## src/rtl/amt_pkg.sv

```systemverilog
package amt_pkg;

    // Field widths of the configuration word
    localparam int SETUP_W  = 4;
    localparam int STROBE_W = 6;
    localparam int HOLD_W   = 3;
    localparam int TURN_W   = 2;

    // Phase counter is as wide as the widest field
    localparam int CNT_W =
        (STROBE_W >= SETUP_W && STROBE_W >= HOLD_W && STROBE_W >= TURN_W) ? STROBE_W :
        (SETUP_W  >= HOLD_W  && SETUP_W  >= TURN_W)                       ? SETUP_W  :
        (HOLD_W   >= TURN_W)                                              ? HOLD_W   : TURN_W;

    typedef struct packed {
        logic                sel_strobe;
        logic                ext_wait;
        logic                wide;
        logic [TURN_W-1:0]   turn;
        logic [SETUP_W-1:0]  rd_setup;
        logic [STROBE_W-1:0] rd_strobe;
        logic [HOLD_W-1:0]   rd_hold;
        logic [SETUP_W-1:0]  wr_setup;
        logic [STROBE_W-1:0] wr_strobe;
        logic [HOLD_W-1:0]   wr_hold;
    } amt_cfg_t;

    localparam int CFG_W = $bits(amt_cfg_t);

    typedef enum logic [2:0] {
        PH_IDLE,
        PH_SETUP,
        PH_STROBE,
        PH_HOLD,
        PH_TURN
    } amt_phase_t;

endpackage

```

## src/rtl/amt_cfg_store.sv

```systemverilog
module amt_cfg_store
    import amt_pkg::*;
(
    input  logic             clk,
    input  logic             rst_n,
    input  logic             cfg_we,
    input  logic [CFG_W-1:0] cfg_wdata,
    input  logic             capture,
    input  logic             capture_wr,
    output amt_cfg_t         cfg_act,
    output logic [CNT_W-1:0] first_setup
);

    amt_cfg_t cfg_live;

    // Software-visible word, updated on every write
    always_ff @(posedge clk or negedge rst_n) begin
        if (!rst_n) begin
            cfg_live <= '0;
        end else if (cfg_we) begin
            cfg_live <= amt_cfg_t'(cfg_wdata);
        end
    end

    // Copy used by the running access, taken only at acceptance
    always_ff @(posedge clk or negedge rst_n) begin
        if (!rst_n) begin
            cfg_act <= '0;
        end else if (capture) begin
            cfg_act <= cfg_live;
        end
    end

    // Setup length of the access being accepted, from the live word
    always_comb begin
        first_setup = capture_wr ? CNT_W'(cfg_live.wr_setup) : CNT_W'(cfg_live.rd_setup);
    end

endmodule

```

## src/rtl/amt_phase_cnt.sv

```systemverilog
module amt_phase_cnt #(
    parameter int W = 6
) (
    input  logic         clk,
    input  logic         rst_n,
    input  logic         load,
    input  logic [W-1:0] load_val,
    output logic         at_last
);

    logic [W-1:0] cnt_q;

    // Counts down and parks at zero until reloaded
    always_ff @(posedge clk or negedge rst_n) begin
        if (!rst_n) begin
            cnt_q <= '0;
        end else if (load) begin
            cnt_q <= load_val;
        end else if (cnt_q != '0) begin
            cnt_q <= cnt_q - 1'b1;
        end
    end

    always_comb begin
        at_last = (cnt_q == '0);
    end

endmodule

```

## src/rtl/amt_wait_timer.sv

```systemverilog
module amt_wait_timer #(
    parameter int LIMIT = 256
) (
    input  logic clk,
    input  logic rst_n,
    input  logic stalled,
    output logic expire
);

    localparam int TW = (LIMIT > 2) ? $clog2(LIMIT) : 1;
    localparam logic [TW-1:0] LAST = TW'(LIMIT - 1);

    logic [TW-1:0] run_q;

    // Counts consecutive stalled cycles; clears as soon as the stall ends
    always_ff @(posedge clk or negedge rst_n) begin
        if (!rst_n) begin
            run_q <= '0;
        end else if (!stalled) begin
            run_q <= '0;
        end else begin
            run_q <= run_q + 1'b1;
        end
    end

    always_comb begin
        expire = stalled && (run_q == LAST);
    end

endmodule

```

## src/rtl/amt_ctrl.sv

```systemverilog
module amt_ctrl
    import amt_pkg::*;
#(
    parameter int AW         = 16,
    parameter int DW         = 16,
    parameter int NARROW_W   = 8,
    parameter int WAIT_LIMIT = 256
) (
    input  logic             clk,
    input  logic             rst_n,
    input  logic             cfg_we,
    input  logic [CFG_W-1:0] cfg_wdata,
    input  logic             req_valid,
    output logic             req_ready,
    input  logic             req_write,
    input  logic [AW-1:0]    req_addr,
    input  logic [DW-1:0]    req_wdata,
    output logic             rd_valid,
    output logic [DW-1:0]    rd_data,
    output logic             err_timeout,
    output logic             mem_cs_n,
    output logic             mem_oe_n,
    output logic             mem_we_n,
    output logic [AW-1:0]    mem_addr,
    output logic [DW-1:0]    mem_dout,
    output logic             mem_dout_en,
    input  logic [DW-1:0]    mem_din,
    input  logic             mem_wait
);

    localparam logic [DW-1:0] NARROW_MASK = {{(DW-NARROW_W){1'b0}}, {NARROW_W{1'b1}}};

    amt_phase_t       phase_q, phase_d;
    amt_cfg_t         cfg_act;
    logic [CNT_W-1:0] first_setup;
    logic [CNT_W-1:0] ld_val;
    logic             ld;
    logic             at_last;
    logic             accept;
    logic             leave_strobe;
    logic             wait_pending;
    logic             stalled;
    logic             expire;
    logic             op_wr_q;
    logic [AW-1:0]    addr_q;
    logic [DW-1:0]    wdata_q;
    logic             rd_valid_q;
    logic             err_q;
    logic [DW-1:0]    rd_data_q;
    logic [DW-1:0]    lane_mask;

    amt_cfg_store u_cfg (
        .clk        (clk),
        .rst_n      (rst_n),
        .cfg_we     (cfg_we),
        .cfg_wdata  (cfg_wdata),
        .capture    (accept),
        .capture_wr (req_write),
        .cfg_act    (cfg_act),
        .first_setup(first_setup)
    );

    amt_phase_cnt #(.W(CNT_W)) u_cnt (
        .clk     (clk),
        .rst_n   (rst_n),
        .load    (ld),
        .load_val(ld_val),
        .at_last (at_last)
    );

    amt_wait_timer #(.LIMIT(WAIT_LIMIT)) u_wtmr (
        .clk    (clk),
        .rst_n  (rst_n),
        .stalled(stalled),
        .expire (expire)
    );

    always_comb begin
        wait_pending = cfg_act.ext_wait && mem_wait;
        stalled      = (phase_q == PH_STROBE) && at_last && wait_pending;
        lane_mask    = cfg_act.wide ? '1 : NARROW_MASK;
    end

    // Next-state logic
    always_comb begin
        phase_d      = phase_q;
        ld           = 1'b0;
        ld_val       = '0;
        accept       = 1'b0;
        leave_strobe = 1'b0;
        unique case (phase_q)
            PH_IDLE: begin
                if (req_valid) begin                      // accept
                    accept  = 1'b1;
                    phase_d = PH_SETUP;
                    ld      = 1'b1;
                    ld_val  = first_setup;
                end
            end
            PH_SETUP: begin
                if (at_last) begin                        // setup_done
                    phase_d = PH_STROBE;
                    ld      = 1'b1;
                    ld_val  = op_wr_q ? CNT_W'(cfg_act.wr_strobe) : CNT_W'(cfg_act.rd_strobe);
                end
            end
            PH_STROBE: begin
                if (at_last && (!wait_pending || expire)) begin   // strobe_done
                    leave_strobe = 1'b1;
                    phase_d      = PH_HOLD;
                    ld           = 1'b1;
                    ld_val       = op_wr_q ? CNT_W'(cfg_act.wr_hold) : CNT_W'(cfg_act.rd_hold);
                end
            end
            PH_HOLD: begin
                if (at_last) begin                        // hold_done
                    phase_d = PH_TURN;
                    ld      = 1'b1;
                    ld_val  = CNT_W'(cfg_act.turn);
                end
            end
            PH_TURN: begin
                if (at_last) begin
                    if (req_valid) begin                  // chain
                        accept  = 1'b1;
                        phase_d = PH_SETUP;
                        ld      = 1'b1;
                        ld_val  = first_setup;
                    end else begin                        // rest
                        phase_d = PH_IDLE;
                    end
                end
            end
            default: phase_d = PH_IDLE;
        endcase
    end

    // State register
    always_ff @(posedge clk or negedge rst_n) begin
        if (!rst_n) begin
            phase_q <= PH_IDLE;
        end else begin
            phase_q <= phase_d;
        end
    end

    // Request capture and read sampling
    always_ff @(posedge clk or negedge rst_n) begin
        if (!rst_n) begin
            op_wr_q    <= 1'b0;
            addr_q     <= '0;
            wdata_q    <= '0;
            rd_valid_q <= 1'b0;
            err_q      <= 1'b0;
            rd_data_q  <= '0;
        end else begin
            if (accept) begin
                op_wr_q <= req_write;
                addr_q  <= req_addr;
                wdata_q <= req_wdata;
            end
            rd_valid_q <= leave_strobe && !op_wr_q;
            err_q      <= leave_strobe && expire;
            if (leave_strobe && !op_wr_q) begin
                rd_data_q <= mem_din & lane_mask;
            end
        end
    end

    // Output decode
    always_comb begin
        logic in_access;
        logic in_strobe;
        in_access   = (phase_q == PH_SETUP) || (phase_q == PH_STROBE) || (phase_q == PH_HOLD);
        in_strobe   = (phase_q == PH_STROBE);
        req_ready   = (phase_q == PH_IDLE) || ((phase_q == PH_TURN) && at_last);
        mem_cs_n    = cfg_act.sel_strobe ? !in_strobe : !in_access;
        mem_oe_n    = !(in_strobe && !op_wr_q);
        mem_we_n    = !(in_strobe && op_wr_q);
        mem_addr    = in_access ? addr_q : '0;
        mem_dout_en = in_access && op_wr_q;
        mem_dout    = (in_access && op_wr_q) ? (wdata_q & lane_mask) : '0;
        rd_valid    = rd_valid_q;
        rd_data     = rd_data_q;
        err_timeout = err_q;
    end

endmodule

```

## config.mk

```make
export PLATFORM = sky130hd
export DESIGN_NAME = amt_ctrl
export DESIGN_NICKNAME = d
export VERILOG_FILES = /design/src/rtl/amt_pkg.sv /design/src/rtl/amt_cfg_store.sv /design/src/rtl/amt_phase_cnt.sv /design/src/rtl/amt_wait_timer.sv /design/src/rtl/amt_ctrl.sv
export SDC_FILE = /design/constraint.sdc
export NUM_CORES = 1
export LEC_CHECK = 0
export BUFFER_PORTS_ARGS = -buffer_cell sky130_fd_sc_hd__buf_2
export CORE_ASPECT_RATIO = 1.25
export CORE_MARGIN = 2
export CORE_UTILIZATION = 45
export CTS_BUF_LIST = sky130_fd_sc_hd__clkbuf_4
export DETAILED_ROUTE_END_ITERATION = 10
export PLACE_DENSITY = 0.74
export SETUP_SLACK_MARGIN = 0.15
export SKIP_CTS_REPAIR_TIMING = 1
export SLEW_MARGIN = 10
export SYNTH_ARGS = -nofsm -noshare
export SYNTH_HDL_FRONTEND = slang
export SYNTH_SLANG_ARGS = --single-unit
```

## constraint.sdc

```tcl
create_clock -name clk -period 2.7 [get_ports clk]
set_clock_uncertainty 0.2 [all_clocks]
set_input_delay 0.54 -clock clk [delete_from_list [all_inputs] [get_ports clk]]
set_output_delay 0.54 -clock clk [all_outputs]
set_load 0.03 [all_outputs]
```

==> results.ini <==
[status]
outcome = complete, no violations

[synthesis]
synthFlopType = dfrtp_1
synthArstFlopShare_pct = 100
ys_top_cells_by_count = dfrtp_1, mux2_2, nand2_1, and2_1, nor2_1
yosys-top-cells-area = dfrtp_1, mux2_2, and2_1, nand2_1, mux2i_1
ys_warn_count = 0
netlist_area_mm2 = 0.00541
ys_ff_latch = 122
synth_cell_types = 45
yosysSeqAreaShare_pct = 56.5
yosysMostFrequentCell = dfrtp_1
synth_top_area_cell = dfrtp_1
postSynthNetCount = 515
yosysTopAreaCellShare_pct = 56.5
synth.avg_cell_area_um2 = 12.7
syn_inst = 427
synth_enable_flop_cells = 0

[worst_setup_path]
worst-path-max-fanout = 4
crit_path_start_kind = flip-flop
cp_cell_sequence = inv_2 -> nor3_4 -> buf_6 -> and3_1 -> buf_6
worst-path-buf-inv = 3
crit_slowest_cell = dfrtp_1
crit_type = reg -> out
endpoint_kind = output pin
r2r_slack_ns = 0.25
cp_top_family = simple AND/OR/NAND/NOR gates
arrival_ns = 1.89
cpMostUsedCell = buf_6
max_stage_delay_ns = 0.43
cp.required_ns = 1.96

[die]
die_area_mm2 = 0.0129
placementRows = 44
die_w_um = 102
start_util_pct = 46.3
io_pins = 140
fp.coreArea_mm2 = 0.0117
die_h_um = 127

[clock_tree]
clk_pin_slew_ns = 0.13
clock-sinks = 122
clk_latency_ns = 0.52
clockBufferDepth = 2
cts_tree = done
numCtsBuffers = 17
root_buffer = clkbuf_4
htree_levels = 4

[cells_and_area]
fillers = 984
area.growth.synth_to_final_pct = 28.7
finish.utilization_pct = 59.6
drive_gt1_share_pct = 53.3
final_area_mm2 = 0.00695
instances_no_fill = 761
n_antenna_cell = 0
nets = 675

[global_routing]
grt_max_degree = 65
grt_pass1_vias = 3854
track_usage_pct = 17.7
grt_overflow = 0
grt_pass1_wl_um = 18000
grt_antenna_before_repair = 0

[timing]
finalHoldViolCount = 0
max_freq_mhz = 381
fin_crit_sh_pct = 97.3
relSlewSlack_pct = 51.2
setup_viol = 0
tightest_slew_ns = 0.732
rsz0062_at_grt = true
maxSlewViolCount = 0
final.min_clock_period_ns = 2.63
hold_slack_ns = 0.0390

[power]
power_w = 0.00714
cellLeakagePower_nw = 3.31
ir_drop_uv = 378
power_density_mw_per_mm2 = 1030

[drt]
initialDrtViolationCount = 178
routed_wirelength_um = 11900
wl_per_cell_um = 15.6
ant_nets = 0
firstDrtPassIters = 4
via_per_inst = 5.19
drc_errors = 0
vias = 3947

[place]
dp_cells = 712
place_hpwl_um = 7960
routabilityCongestion = 0.915
numPortBuffers = 139
dpl_cell_area_mm2 = 0.00628

[hold_path]
min_path_type = in -> reg

[flow_run]
timing.max_cap.violations = 0

[layer usage]
layer	share of wire, %	vias to the layer above	track usage, %
met3	5.7	37	4.35
met5	0	-	0
met1	40	1910	21.4
met2	51	179	30.1
li1	-	1821	-
met4	3.0	0	7.22
[sequential cells by signal, summed over array words and instances, names as in the netlist]
| register | flops |
|---|---|
| u_wtmr.run_q | 8 |
| rd_data | 16 |
| addr_q | 16 |
| rd_valid | 1 |
| err_timeout | 1 |
| u_cnt.cnt_q | 6 |
| wdata_q | 16 |
| u_cfg.cfg_live | 31 |
| phase_q | 3 |
| u_cfg.cfg_act | 23 |
| op_wr_q | 1 |
[through the flow]
stage | setup WS (ns) | setup TNS, ns
after CTS | -0.229 | -4.86
after global placement | 0.372 | 0
after floorplan | 0.206 | 0
final | 0.0740 | 0
after global routing | -0.00273 | -0.00273
after detailed placement | 0.255 | 0
[cell families (layout without fill, tap and decap cells)]
group	Yosys count	count (layout)	synth area share [%]
compound gates	38	38	4.56
xor+xnor	10	10	1.62
fa+ha+maj	3	3	0.695
buf+inv	34	207	3.26
flops	122	122	56.5
mux	108	108	22.5
simple gates	112	112	10.9
[worst paths after layout]
path / start / depth (start not counted) / end
setup / recovery: op_wr_q$_DFFE_PN0P_ / 5 / mem_dout[13]
max in group asynchronous: rst_n / 3 / phase_q[1]$_DFFE_PN0P_
min in group asynchronous: rst_n / 2 / u_cfg.cfg_live[2]$_DFFE_PN0P_
hold / removal: cfg_wdata[20] / 2 / u_cfg.cfg_live[20]$_DFFE_PN0P_
hold reg to reg: rd_data[9]$_DFFE_PN0P_ / 2 / rd_data[9]$_DFFE_PN0P_
setup reg to reg: u_cnt.cnt_q[1]$_DFFE_PN0P_ / 9 / rd_data[14]$_DFFE_PN0P_
[report_power, final]
group / total [W] / switching (W) / internal (W)
registers: 0.00275 / 0.000364 / 0.00239
logic: 0.00297 / 0.00156 / 0.00141
clock network: 0.00142 / 0.000755 / 0.000662
[placed cells by master, fill, tap and decap left out, types with 5 or more instances in the layout]
cell type  netlist  final
buf_2            3    121
inv_6            0      5
and2_1          26     21
nor2_1          19     17
inv_1            8      5
xor2_1           7      7
nand3_1          7      7
o21ai_0         17     17
and3_4           0      5
buf_4            1     19
mux2i_1         10     10
clkbuf_4         0     17
and2_4           0      5
dfrtp_1        122    119
buf_6            4     22
nand2_1         30     29
and3_1          10      5
mux2_2          93     93
[area by class of cell]
class	instances	area, um2	share of cell area, %
sequential	122	3060	44.0
multi-input combinational	271	2270	32.7
timing repair buffer	167	1080	15.5
tap	161	201	2.90
clock inverter	15	188	2.70
clock buffer	17	128	1.84
inverter	8	30.0	0.432
Note: power is estimated with default switching activity, not from simulation.
